## src/rtl/lane_tat_pkg.sv

```systemverilog
package lane_tat_pkg;

    typedef logic [1:0] lp_t;

    localparam lp_t LP11 = 2'b11;
    localparam lp_t LP10 = 2'b10;
    localparam lp_t LP00 = 2'b00;

    localparam int REQ_STEPS    = 5;
    localparam int ACK_STEPS    = 2;
    localparam int RX_MATCH_LEN = REQ_STEPS - 1;
    localparam int STEP_W       = $clog2(REQ_STEPS);

    typedef enum logic [2:0] {
        ST_STOP    = 3'd0,
        ST_TXSEQ   = 3'd1,
        ST_RELEASE = 3'd2,
        ST_RX      = 3'd3,
        ST_ACK     = 3'd4
    } tat_state_e;

    typedef struct packed {
        logic en;
        lp_t  val;
        logic own;
    } drive_t;

    function automatic lp_t req_pattern(input logic [STEP_W-1:0] idx);
        case (idx)
            3'd0:    return LP11;
            3'd1:    return LP10;
            3'd2:    return LP00;
            3'd3:    return LP10;
            3'd4:    return LP00;
            default: return LP11;
        endcase
    endfunction

    function automatic lp_t rx_expect(input logic [1:0] idx);
        return req_pattern({1'b0, idx} + 3'd1);
    endfunction

    function automatic lp_t ack_pattern(input logic [STEP_W-1:0] idx);
        return (idx == '0) ? LP00 : LP10;
    endfunction

endpackage

```

## src/rtl/lane_tat_counter.sv

```systemverilog
module lane_tat_counter #(
    parameter int W = 8
) (
    input  logic         clk,
    input  logic         rst,
    input  logic         clr,
    input  logic [W-1:0] limit,
    output logic         at_limit
);
    logic [W-1:0] cnt_q;

    assign at_limit = (cnt_q == limit);

    always_ff @(posedge clk) begin
        if (rst || clr) begin
            cnt_q <= '0;
        end else if (!at_limit) begin
            cnt_q <= cnt_q + W'(1);
        end
    end
endmodule

```

## src/rtl/lane_tat_req_matcher.sv

```systemverilog
module lane_tat_req_matcher
    import lane_tat_pkg::*;
(
    input  logic clk,
    input  logic rst,
    input  logic en,
    input  lp_t  line_in,
    output logic hit
);
    lp_t        prev_q;
    logic       armed_q;
    logic [1:0] idx_q;
    logic       changed;
    logic       match;

    assign changed = (line_in != prev_q);
    assign match   = (line_in == rx_expect(idx_q));
    assign hit     = en && armed_q && changed && match
                     && (idx_q == 2'(RX_MATCH_LEN - 1));

    always_ff @(posedge clk) begin
        if (rst) begin
            prev_q  <= LP11;
            armed_q <= 1'b0;
            idx_q   <= '0;
        end else begin
            prev_q <= line_in;
            if (!en) begin
                armed_q <= 1'b0;
                idx_q   <= '0;
            end else if (line_in == LP11) begin
                armed_q <= 1'b1;
                idx_q   <= '0;
            end else if (armed_q && changed) begin
                if (hit) begin
                    armed_q <= 1'b0;
                    idx_q   <= '0;
                end else if (match) begin
                    idx_q <= idx_q + 2'd1;
                end else begin
                    armed_q <= 1'b0;
                    idx_q   <= '0;
                end
            end
        end
    end
endmodule

```

## src/rtl/lane_tat_drive_map.sv

```systemverilog
module lane_tat_drive_map
    import lane_tat_pkg::*;
(
    input  tat_state_e        st,
    input  logic [STEP_W-1:0] step,
    output drive_t            drv
);
    always_comb begin
        drv = '{en: 1'b0, val: LP00, own: 1'b0};
        case (st)
            ST_STOP:    drv = '{en: 1'b1, val: LP11, own: 1'b1};
            ST_TXSEQ:   drv = '{en: 1'b1, val: req_pattern(step), own: 1'b1};
            ST_RELEASE: drv = '{en: 1'b0, val: LP00, own: 1'b1};
            ST_ACK:     drv = '{en: 1'b1, val: ack_pattern(step), own: 1'b1};
            default:    drv = '{en: 1'b0, val: LP00, own: 1'b0};
        endcase
    end
endmodule

```

## src/rtl/lane_turnaround.sv

```systemverilog
module lane_turnaround
    import lane_tat_pkg::*;
#(
    parameter int   PHASE_W    = 8,
    parameter int   WD_W       = 16,
    parameter logic INIT_OWNER = 1'b1
) (
    input  logic               clk,
    input  logic               rst,
    input  logic               tat_req,
    input  logic               pwr_down,
    input  logic [PHASE_W-1:0] phase_clks,
    input  logic [WD_W-1:0]    wd_limit,
    input  logic [1:0]         line_in,
    output logic [1:0]         drv_out,
    output logic               drv_en,
    output logic               own_lane
);
    localparam tat_state_e RESET_ST = INIT_OWNER ? ST_STOP : ST_RX;
    localparam logic [STEP_W-1:0] REQ_LAST = STEP_W'(REQ_STEPS - 1);
    localparam logic [STEP_W-1:0] ACK_LAST = STEP_W'(ACK_STEPS - 1);

    tat_state_e        state_q, state_d;
    logic [STEP_W-1:0] step_q, step_d;
    logic [PHASE_W-1:0] phase_lim;
    logic              in_phase;
    logic              ph_last;
    logic              wd_last;
    logic              rx_hit;
    logic              start_tx;
    drive_t            drv;

    assign phase_lim = (phase_clks == '0) ? '0 : phase_clks - PHASE_W'(1);
    assign in_phase  = (state_q == ST_TXSEQ) || (state_q == ST_ACK);
    assign start_tx  = (state_q == ST_STOP) && tat_req && !pwr_down;

    lane_tat_counter #(.W(PHASE_W)) u_phase (
        .clk      (clk),
        .rst      (rst),
        .clr      (!in_phase || ph_last),
        .limit    (phase_lim),
        .at_limit (ph_last)
    );

    lane_tat_counter #(.W(WD_W)) u_wdog (
        .clk      (clk),
        .rst      (rst),
        .clr      (state_q != ST_RELEASE),
        .limit    (wd_limit),
        .at_limit (wd_last)
    );

    lane_tat_req_matcher u_match (
        .clk     (clk),
        .rst     (rst),
        .en      (state_q == ST_RX),
        .line_in (line_in),
        .hit     (rx_hit)
    );

    always_comb begin
        state_d = state_q;
        step_d  = step_q;
        case (state_q)
            ST_STOP: begin
                if (start_tx) begin
                    state_d = ST_TXSEQ;
                    step_d  = '0;
                end
            end
            ST_TXSEQ: begin
                if (ph_last) begin
                    if (step_q == REQ_LAST) begin
                        state_d = ST_RELEASE;
                        step_d  = '0;
                    end else begin
                        step_d = step_q + STEP_W'(1);
                    end
                end
            end
            ST_RELEASE: begin
                if (line_in == LP11) begin
                    state_d = ST_RX;
                end else if (wd_last) begin
                    state_d = ST_STOP;
                end
            end
            ST_RX: begin
                if (rx_hit) begin
                    state_d = ST_ACK;
                    step_d  = '0;
                end
            end
            ST_ACK: begin
                if (ph_last) begin
                    if (step_q == ACK_LAST) begin
                        state_d = ST_STOP;
                        step_d  = '0;
                    end else begin
                        step_d = step_q + STEP_W'(1);
                    end
                end
            end
            default: begin
                state_d = RESET_ST;
                step_d  = '0;
            end
        endcase
    end

    always_ff @(posedge clk) begin
        if (rst) begin
            state_q <= RESET_ST;
            step_q  <= '0;
        end else begin
            state_q <= state_d;
            step_q  <= step_d;
        end
    end

    lane_tat_drive_map u_map (
        .st   (state_q),
        .step (step_q),
        .drv  (drv)
    );

    assign drv_out  = drv.val;
    assign drv_en   = drv.en;
    assign own_lane = drv.own;
endmodule

```

## config.mk

```make
export PLATFORM = sky130hd
export DESIGN_NAME = lane_turnaround
export DESIGN_NICKNAME = d
export VERILOG_FILES = /design/src/rtl/lane_tat_pkg.sv /design/src/rtl/lane_tat_counter.sv /design/src/rtl/lane_tat_req_matcher.sv /design/src/rtl/lane_tat_drive_map.sv /design/src/rtl/lane_turnaround.sv
export SDC_FILE = /design/constraint.sdc
export NUM_CORES = 1
export LEC_CHECK = 0
export CAP_MARGIN = 20
export CORE_UTILIZATION = 50
export CTS_BUF_LIST = sky130_fd_sc_hd__clkbuf_4
export DETAILED_ROUTE_END_ITERATION = 10
export PLACE_DENSITY = 0.78
export SYNTH_ARGS = -nofsm -noshare
export SYNTH_HDL_FRONTEND = slang
export SYNTH_HIERARCHICAL = 1
export SYNTH_SLANG_ARGS = --single-unit
```

## constraint.sdc

```tcl
create_clock -name clk -period 8.1 [get_ports clk]
set_clock_uncertainty 0.15 [all_clocks]
set_input_delay 2.43 -clock clk [delete_from_list [all_inputs] [get_ports clk]]
set_output_delay 2.43 -clock clk [all_outputs]
set_load 0.03 [all_outputs]
```

Word-level counts from Yosys, hierarchy flattened
Cells that the tools add are included.
{"block": "word_totals", "regBits": 35, "in_bits": 30, "elab_cells": 95}
{"block": "op_classes", "n_addsub": 6, "eq_ne": 27, "mux": 27, "bitwise_logic": 2, "n_reduce_logical": 26}
{"cell": "two-way mux 3 bit", "n": 14}
{"cell": "case mux 3 bit (5 select lines)", "n": 2}
{"cell": "equality test 3 x 2 -> 1 bit (second input constant)", "n": 6}
{"cell": "adder 16 x 1 -> 16 bit (second input constant)", "n": 1}
{"cell": "equality test 16 bit", "n": 1}
{"cell": "case mux 4 bit (4 select lines)", "n": 1}
{"cell": "OR reduction 2 bit", "n": 5}
{"cell": "equality test 3 x 1 -> 1 bit (second input constant)", "n": 3}
{"cell": "equality test 3 bit (second input constant)", "n": 3}
{"cell": "adder 8 x 1 -> 8 bit (second input constant)", "n": 1}
{"cell": "equality test 8 bit", "n": 1}
{"cell": "logical NOT 8 bit", "n": 1}
{"cell": "two-way mux 8 bit", "n": 1}
{"cell": "inequality test 2 bit (second input constant)", "n": 4}
{"cell": "case mux 2 bit (2 select lines)", "n": 2}
{"cell": "subtractor 8 x 1 -> 8 bit (second input constant)", "n": 1}
{"cell": "logical AND 1 bit", "n": 7}
{"cell": "AND reduction 7 bit", "n": 1}
{"cell": "logical NOT 3 bit", "n": 2}
{"cell": "two-way mux 2 bit", "n": 3}
{"cell": "inequality test 3 bit (second input constant)", "n": 2}
{"cell": "AND reduction 5 bit", "n": 1}
{"cell": "equality test 2 bit (second input constant)", "n": 2}
{"cell": "logical OR 1 bit", "n": 4}
{"cell": "13 further kinds", "n": 19}

Longest topological paths before layout
Gate-level depths: netlist of the first run.
{"block": "depth", "ltp_word": 10, "mapped_depth": 13, "mapped_depth_nobuf": 13}

Modules after synthesis
Netlist of the first run, hierarchy kept.
{"mod": "lane_tat_counter (u_wdog)", "n_inst": 1, "cells_each": 111, "area_per_inst_um2": 957.2}
{"mod": "lane_turnaround", "n_inst": 1, "cells_each": 89, "area_per_inst_um2": 681.9}
{"mod": "lane_tat_counter (u_phase)", "n_inst": 1, "cells_each": 63, "area_per_inst_um2": 554.3}
{"mod": "lane_tat_req_matcher", "n_inst": 1, "cells_each": 37, "area_per_inst_um2": 314.1}
{"mod": "lane_tat_drive_map", "n_inst": 1, "cells_each": 9, "area_per_inst_um2": 70.1}

Least setup slack after synthesis of the first run
No wires, ideal clock.
{"block": "synth_timing", "kind": "input -> register", "startpoint": "input phase_clks[4]", "endpoint": "register step_q[1]", "setup_time_ns": 0.066, "arrival_ns": 4.465, "required_ns": 7.884, "setup_slack_ns": 3.419, "stages": 13, "cell_sequence": "nor4_2 > nand2b_1 > or3_1 > nor3_1 > a21o_1 > xnor2_1 > nand4_1 > nor2_1 > nor2_1 > o21ai_4 > o21ai_2 > or3_1 > a21oi_2"}
{"block": "synth_between", "elab_chain_cells": 5, "elab_cells_between_ends": 7, "cone_classes": "add/sub: 1; eq/ne: 3; mux: 1; reduce/logical: 2"}
{"element": "from (decl)", "line_no": "lane_turnaround.sv:12", "text": "input logic [PHASE_W-1:0] phase_clks,"}
{"element": "subtractor 8 x 1 -> 8 bit / logical NOT 8 bit (equally long branches)", "line_no": "lane_turnaround.sv:33", "text": "assign phase_lim = (phase_clks == '0) ? '0 : phase_clks - PHASE_W'(1);"}
{"element": "two-way mux 8 bit (*)", "line_no": "lane_turnaround.sv:33"}
{"element": "named net phase_lim[7]", "line_no": "lane_turnaround.sv:25", "text": "logic [PHASE_W-1:0] phase_lim;"}
{"element": "equality test 8 bit (*)", "line_no": "lane_tat_counter.sv:12", "text": "assign at_limit = (cnt_q == limit);"}
{"element": "named net ph_last", "line_no": "lane_turnaround.sv:27", "text": "logic ph_last;"}
{"element": "inequality test 2 bit (no line)"}
{"element": "AND reduction 5 bit (no line) (*)"}
{"element": "to (signal assigned)", "line_no": "lane_turnaround.sv:117", "text": "step_q <= step_d;"}
{"element": "to (decl)", "line_no": "lane_turnaround.sv:24", "text": "logic [STEP_W-1:0] step_q, step_d;"}
The timed path passes the listed nets; every way through them passes the cells marked *.
A chain may end at the register's enable or synchronous reset.

Worst setup path in the final report of the first run
Same ends and word-level chain as after synthesis.

==> flow_metrics.tcl, run 1 <==
set metrics [dict create \
    max_stage_delay_ns 0.47 \
    cts-htree-levels 2 \
    n_antenna_cell 0 \
    cts_resized 0 \
    cp_top_family "simple AND/OR/NAND/NOR gates" \
    root_buffer "clkbuf_4" \
    timing.fmax_ghz 0.194 \
    synth.yosys.seq_area_share 0.272 \
    top_level_ports 34 \
    crit_type "in2reg" \
    finalHoldViolCount 0 \
    postCtsSetupBuffers 0 \
    gp_congestion 0.806 \
    routed.top_layer "met4" \
    status "finished clean" \
    yosysUniqueCellTypes 61 \
    wl_met3_um 137 \
    critPathRequiredTime_ns 8.21 \
    wl_mm 5.33 \
    route.detailed.drc 0 \
    cellPowerDensity_nw_per_um2 155 \
    clk_path_buf_depth 2 \
    synth_ff_type "dfxtp_1" \
    antenna_found_initial 0 \
    via_per_inst 5.69 \
    synth_nets 349 \
    cap_violations 0 \
    met1_length_mm 2.48 \
    setup_ws_ns 2.94 \
    whs_ns 0.357 \
    portBuffers 33 \
    synth-edff-count 0 \
    holdPathStages 2 \
    insertion_delay_ns 0.34 \
    endpoint_kind "register" \
    fin_nets 380 \
    syn2layout_area_growth_pct 15.7 \
    grt_max_degree 21 \
    r2r-end "step_q[1]$_SDFFE_PP0P_" \
    numPlacedInstances 400 \
    vias 2322 \
    cts_tree "built" \
    relSlewSlack 0.608 \
    netlist_instances 309 \
    initial_core_util 0.532 \
    worst_pin_slew_ns 0.584 \
    finalCriticalPeriod_ns 5.16 \
    holdPathEnd "u_phase/cnt_q[7]$_SDFFE_PP0P_" \
    yosysWarningCount 6 \
    irDropWorstVdd_mv 0.140 \
    first_global_vias 2174 \
    post-route-util 0.615 \
    worstPathMaxFanout 10 \
    cp_slowest_cell "clkdlybuf4s50_1" \
    grt_overflow_total 0 \
    rsz0062_at_grt "no" \
    clk_pin_slew_ns 0.10 \
    cts_buffers 5 \
    drive_gt1_frac 0.111 \
    cts-hold-fix-buffers 0 \
    hp-start "u_phase/cnt_q[7]$_SDFFE_PP0P_" \
    fp-row-count 25 \
    reg2reg_slack_ns 5.48 \
    reg2reg_depth 9 \
    place_hpwl_mm 3.96 \
    dieArea_um2 5450 \
    p_leak_nw 0.948 \
    setup_viol 0 \
    async_flop_share 0 \
    maxSlewViolCount 0 \
    finalNonFillerCells 408 \
    drt_iter0_drc 157 \
    start_kind "input port" \
    fillers 455 \
    min_period_over_period 0.637 \
    track_usage 0.214 \
    ys_ff_latch 35 \
    syn_avg_cell_area_um2 8.34 \
    crit_buf_inv 1 \
    ant_nets 0 \
    core_um2 4850 \
    tns_ns 0 \
    crit_arrival_ns 5.27 \
    place_ws_ns 2.59 \
    cts.sinks 35 \
    syn_area_um2 2580 \
    hold_class "reg2reg" \
    dr_wl_met2_mm 2.67 \
    post_drt_wl_per_cell_um 13.1 \
    dieWidth_um 73.8 \
    crit_chain "clkdlybuf4s50_1 -> nor4_2 -> nand2b_1 -> or3_1 -> nor3_1 -> a21o_1 -> xnor2_1 -> nand4_1 -> nor2_1 -> nor2_1 -> o21ai_4 -> o21ai_2 -> or3_1 -> a21oi_2" \
    drt-pass1-iter-count 4 \
    grt_first_pass_wirelength_mm 9.22 \
    worstReg2RegStart "state_q[0]$_SDFFE_PP0P_" \
    fp.dieH_um 73.8 \
]
[cells in the mapped netlist (all sizes together), types with 2 or more instances]
cell | count | area (um^2)
or3 | 15 | 93.8
inv | 9 | 33.8
a21oi | 28 | 163
nand3 | 16 | 80.1
nand4bb | 2 | 22.5
a21o | 4 | 31.3
o31ai | 7 | 52.6
xor2 | 5 | 43.8
nand2 | 23 | 86.3
and3 | 4 | 26.3
nand4 | 8 | 56.3
dfxtp | 35 | 701
nand3b | 2 | 15.0
xnor2 | 28 | 245
or4 | 8 | 60.1
and2 | 2 | 13.8
nand2b | 4 | 25.0
and2b | 2 | 17.5
and4 | 3 | 26.3
nor2b | 2 | 20.0
mux2i | 9 | 90.1
nor2 | 23 | 86.3
nor4 | 2 | 33.8
o21ai | 16 | 98.9
or2 | 4 | 25.0
ha | 10 | 125
nor3 | 9 | 50.1
buf | 9 | 71.3
a22oi | 4 | 35.0
[tightest hold or removal path, stage by stage, from the launching register on]
cell and delay [ns]:
dfxtp_1 0.35, nand2_1 0.06, mux2i_1 0.05
[how the worst max path moves through the flow]
| stage | slack, ns | endpoint | start | cells past startpoint |
|---|---|---|---|---|
| CTS | 2.94 | step_q[1]$_SDFFE_PP0P_ | phase_clks[4] | 14 |
| global placement | 2.75 | step_q[1]$_SDFFE_PP0P_ | phase_clks[4] | 14 |
| finish | 2.94 | step_q[1]$_SDFFE_PP0P_ | phase_clks[4] | 14 |
| floorplan | 3.42 | step_q[1]$_SDFFE_PP0P_ | phase_clks[4] | 13 |
| detailed placement | 2.59 | step_q[1]$_SDFFE_PP0P_ | phase_clks[4] | 14 |
| global route | 2.69 | step_q[1]$_SDFFE_PP0P_ | phase_clks[4] | 14 |
[routing by layer]
layer  up-vias  GRT usage
li1       1193          -
met1      1098      0.266
met2        29      0.370
met3         2     0.0412
met4         0     0.0705
met5         -          0
[per-stage QoR]
step | instance area [um^2] | total power [W]
6_report | 2980 | 0.000462
5_1_grt | 2980 | 0.000498
4_1_cts | 2980 | 0.000466
3_5_place_dp | 2920 | 0.000370
3_3_place_gp | 2920 | 0.000368
2_1_floorplan | 2580 | 0.000325
[power breakdown]
part           total (W)  internal, W  switching, W
Sequential      0.000202     0.000180     0.0000224
Clock          0.0000957    0.0000368     0.0000589
Combinational   0.000165    0.0000804     0.0000841
[cell families after synthesis]
| logic type | count (synthesis) | synth area share |
|---|---|---|
| buffers and inverters | 19 | 0.0422 |
| multiplexers | 10 | 0.0393 |
| adder cells (fa/ha/maj) | 10 | 0.0485 |
| AO/OA/AOI/OAI | 68 | 0.180 |
| AND/OR/NAND/NOR | 134 | 0.306 |
| flip-flops | 35 | 0.272 |
| XOR/XNOR | 33 | 0.112 |
[area by class of cell]
type / instances / area (um^2) / share of cell area
flip-flops and latches: 35 / 701 / 0.235
inverters: 9 / 33.8 / 0.0113
multi-input cells: 255 / 1770 / 0.593
clock buffers: 6 / 45.0 / 0.0151
well taps: 67 / 83.8 / 0.0281
clock inverters: 2 / 12.5 / 0.00420
repair buffers: 34 / 338 / 0.113
[state kept, by name, indices dropped and copies added, names as in the netlist]
name / cells
state_q: 3
u_match/armed_q: 1
u_phase/cnt_q: 8
u_wdog/cnt_q: 16
u_match/idx_q: 2
step_q: 3
u_match/prev_q: 2
[placed cells by master, fill, tap and decap left out, types with 2 or more instances in the layout]
cell and n:
nand4_1 7, mux2i_1 9, o21ai_0 5, nor3_1 8
nand2b_1 4, dfxtp_1 35, a21oi_1 22, o21ai_2 2
ha_1 10, and4_1 3, clkdlybuf4s50_1 33, and3_1 3
nor2_1 23, xor2_1 5, o21ai_1 8, nand3b_1 2
a21oi_2 6, a21o_1 3, or3_1 15, or4_1 8
nand3_1 16, clkbuf_4 6, inv_1 9, nand2_1 23
o31ai_1 7, a22oi_1 3, nand4bb_1 2, xnor2_1 28
or2_2 4
No activity file was read; power rests on OpenSTA's default activity.
==> inputs of run 2 (changes only) <==
clock period = 5.4 ns   (was 8.1 ns; I/O delays follow)
==> flow_metrics.tcl, run 2 (same netlist as run 1, synthesis figures left out) <==
set metrics [dict create \
    largest_reg_flops 16 \
    relSlewSlack 0.597 \
    cts_resized 0 \
    p_leak_nw 0.950 \
    critPathRequiredTime_ns 5.51 \
    post-route-util 0.614 \
    crit_buf_inv 1 \
    syn2layout_area_growth_pct 15.5 \
    cts_tree "built" \
    post_drt_wl_per_cell_um 12.8 \
    clk_pin_slew_ns 0.10 \
    hold_class "reg2reg" \
    start_kind "input port" \
    via_per_inst 5.66 \
    drt_iter0_drc 79 \
    cts-htree-levels 2 \
    portBuffers 33 \
    clk_path_buf_depth 2 \
    cp_top_family "simple AND/OR/NAND/NOR gates" \
    worstPathMaxFanout 10 \
    irDropWorstVdd_mv 0.189 \
    grt_max_degree 20 \
    postCtsSetupBuffers 0 \
    root_buffer "clkbuf_4" \
    fp.dieH_um 73.8 \
    crit_start "phase_clks[4]" \
    cts-hold-fix-buffers 0 \
    endpoint_kind "register" \
    drt-pass1-iter-count 6 \
    top_level_ports 34 \
    cellPowerDensity_nw_per_um2 229 \
    cts_buffers 5 \
    crit_chain "clkdlybuf4s50_1 -> nor4_2 -> nand2b_1 -> or3_1 -> nor3_1 -> a21o_1 -> xnor2_1 -> nand4_1 -> nor2_1 -> nor2_1 -> o21ai_4 -> o21ai_2 -> or3_1 -> a21oi_2" \
    place_ws_ns 0.715 \
    layout_commonest_cell "dfxtp_1" \
    placed_area_um2 2930 \
    fillers 429 \
    antenna_found_initial 0 \
    timing.fmax_ghz 0.228 \
    core_um2 4850 \
    dieArea_um2 5450 \
    grt_overflow_total 0 \
    initial_core_util 0.532 \
    rsz0062_at_grt "no" \
    ant_nets 0 \
    max_stage_delay_ns 0.47 \
    top_register "u_wdog/cnt_q" \
    cp_slowest_cell "clkdlybuf4s50_1" \
    setup_viol 0 \
    mostFrequentLayoutCells "35 x dfxtp_1, 33 x clkdlybuf4s50_1, 28 x xnor2_1, 23 x nand2_1, 23 x nor2_1" \
    top_regs "u_wdog/cnt_q (16), u_phase/cnt_q (8)" \
    cts.sinks 35 \
    p_total_w 0.000681 \
    grt_first_pass_wirelength_mm 8.97 \
    tns_ns 0 \
    drive_gt1_frac 0.109 \
    wl_mm 5.20 \
    first_global_vias 2134 \
    min_period_over_period 0.810 \
    worst_pin_slew_ns 0.600 \
    n_antenna_cell 0 \
    maxSlewViolCount 0 \
    finalCriticalPeriod_ns 4.38 \
    route.detailed.drc 0 \
    cap_violations 0 \
    status "finished clean" \
    fp-row-count 25 \
    place_hpwl_mm 3.88 \
    setup_ws_ns 1.02 \
    vias 2311 \
    fin_nets 381 \
    finalHoldViolCount 0 \
    gp_congestion 0.829 \
    design_area_um2 2980 \
    crit_type "in2reg" \
    track_usage 0.207 \
    crit_arrival_ns 4.48 \
    insertion_delay_ns 0.33 \
    dieWidth_um 73.8 \
    worstReg2RegStart "state_q[0]$_SDFFE_PP0P_" \
    hp-start "u_phase/cnt_q[7]$_SDFFE_PP0P_" \
]
-- run 2: cell types whose count changed in the layout (fill, tap and decap cells not counted), sizes merged --
cell | before | now
clkinvlp | 1 | 0
clkinv | 1 | 2
buf | 1 | 2
clkbuf | 6 | 5
-- run 2: area by class of cell --
type                    instances  area, um^2  area share
repair buffers                 35         345       0.116
inverters                       9        33.8      0.0113
clock buffers                   5        37.5      0.0126
clock inverters                 2        8.76     0.00294
multi-input cells             255        1770       0.594
flip-flops and latches         35         701       0.235
well taps                      67        83.8      0.0282
-- run 2: per-layer routing --
| metal | vias to the layer above | global-route usage | wire length (um) |
|---|---|---|---|
| met5 | - | 0 | 0 |
| met4 | 0 | 0.0577 | 50 |
| met3 | 4 | 0.0370 | 127 |
| met2 | 26 | 0.375 | 2600 |
| met1 | 1090 | 0.249 | 2420 |
| li1 | 1191 | - | - |
-- run 2: final timing paths --
kind                              endpoint  slack, ns  depth (start not counted)
min reg2reg  u_phase/cnt_q[7]$_SDFFE_PP0P_       0.35                          2
max                 step_q[1]$_SDFFE_PP0P_       1.02                         14
max reg2reg         step_q[1]$_SDFFE_PP0P_       2.81                          9
min          u_phase/cnt_q[7]$_SDFFE_PP0P_       0.35                          2
-- run 2: power by group --
part	total (W)	switching, W	leakage (nW)	internal (W)
clock	0.000131	0.0000847	0.0285	0.0000462
sequential	0.000304	0.0000342	0.283	0.000270
combinational	0.000247	0.000126	0.639	0.000121
-- run 2: worst reg2reg max path, stage by stage (launching register included) --
cell	delay, ns
dfxtp_1	0.64
nor2b_4	0.32
and2_1	0.22
nand2_1	0.09
nor3_1	0.22
nand2_1	0.09
a22oi_1	0.23
o21ai_2	0.12
or3_1	0.34
a21oi_2	0.11
-- run 2: through the flow --
stage | hold WS (ns) | std cells
global route | 0.381 | 408
floorplan | 0.306 | 309
detailed placement | 0.336 | 401
global placement | 0.338 | 401
CTS | 0.350 | 408
finish | 0.352 | 408
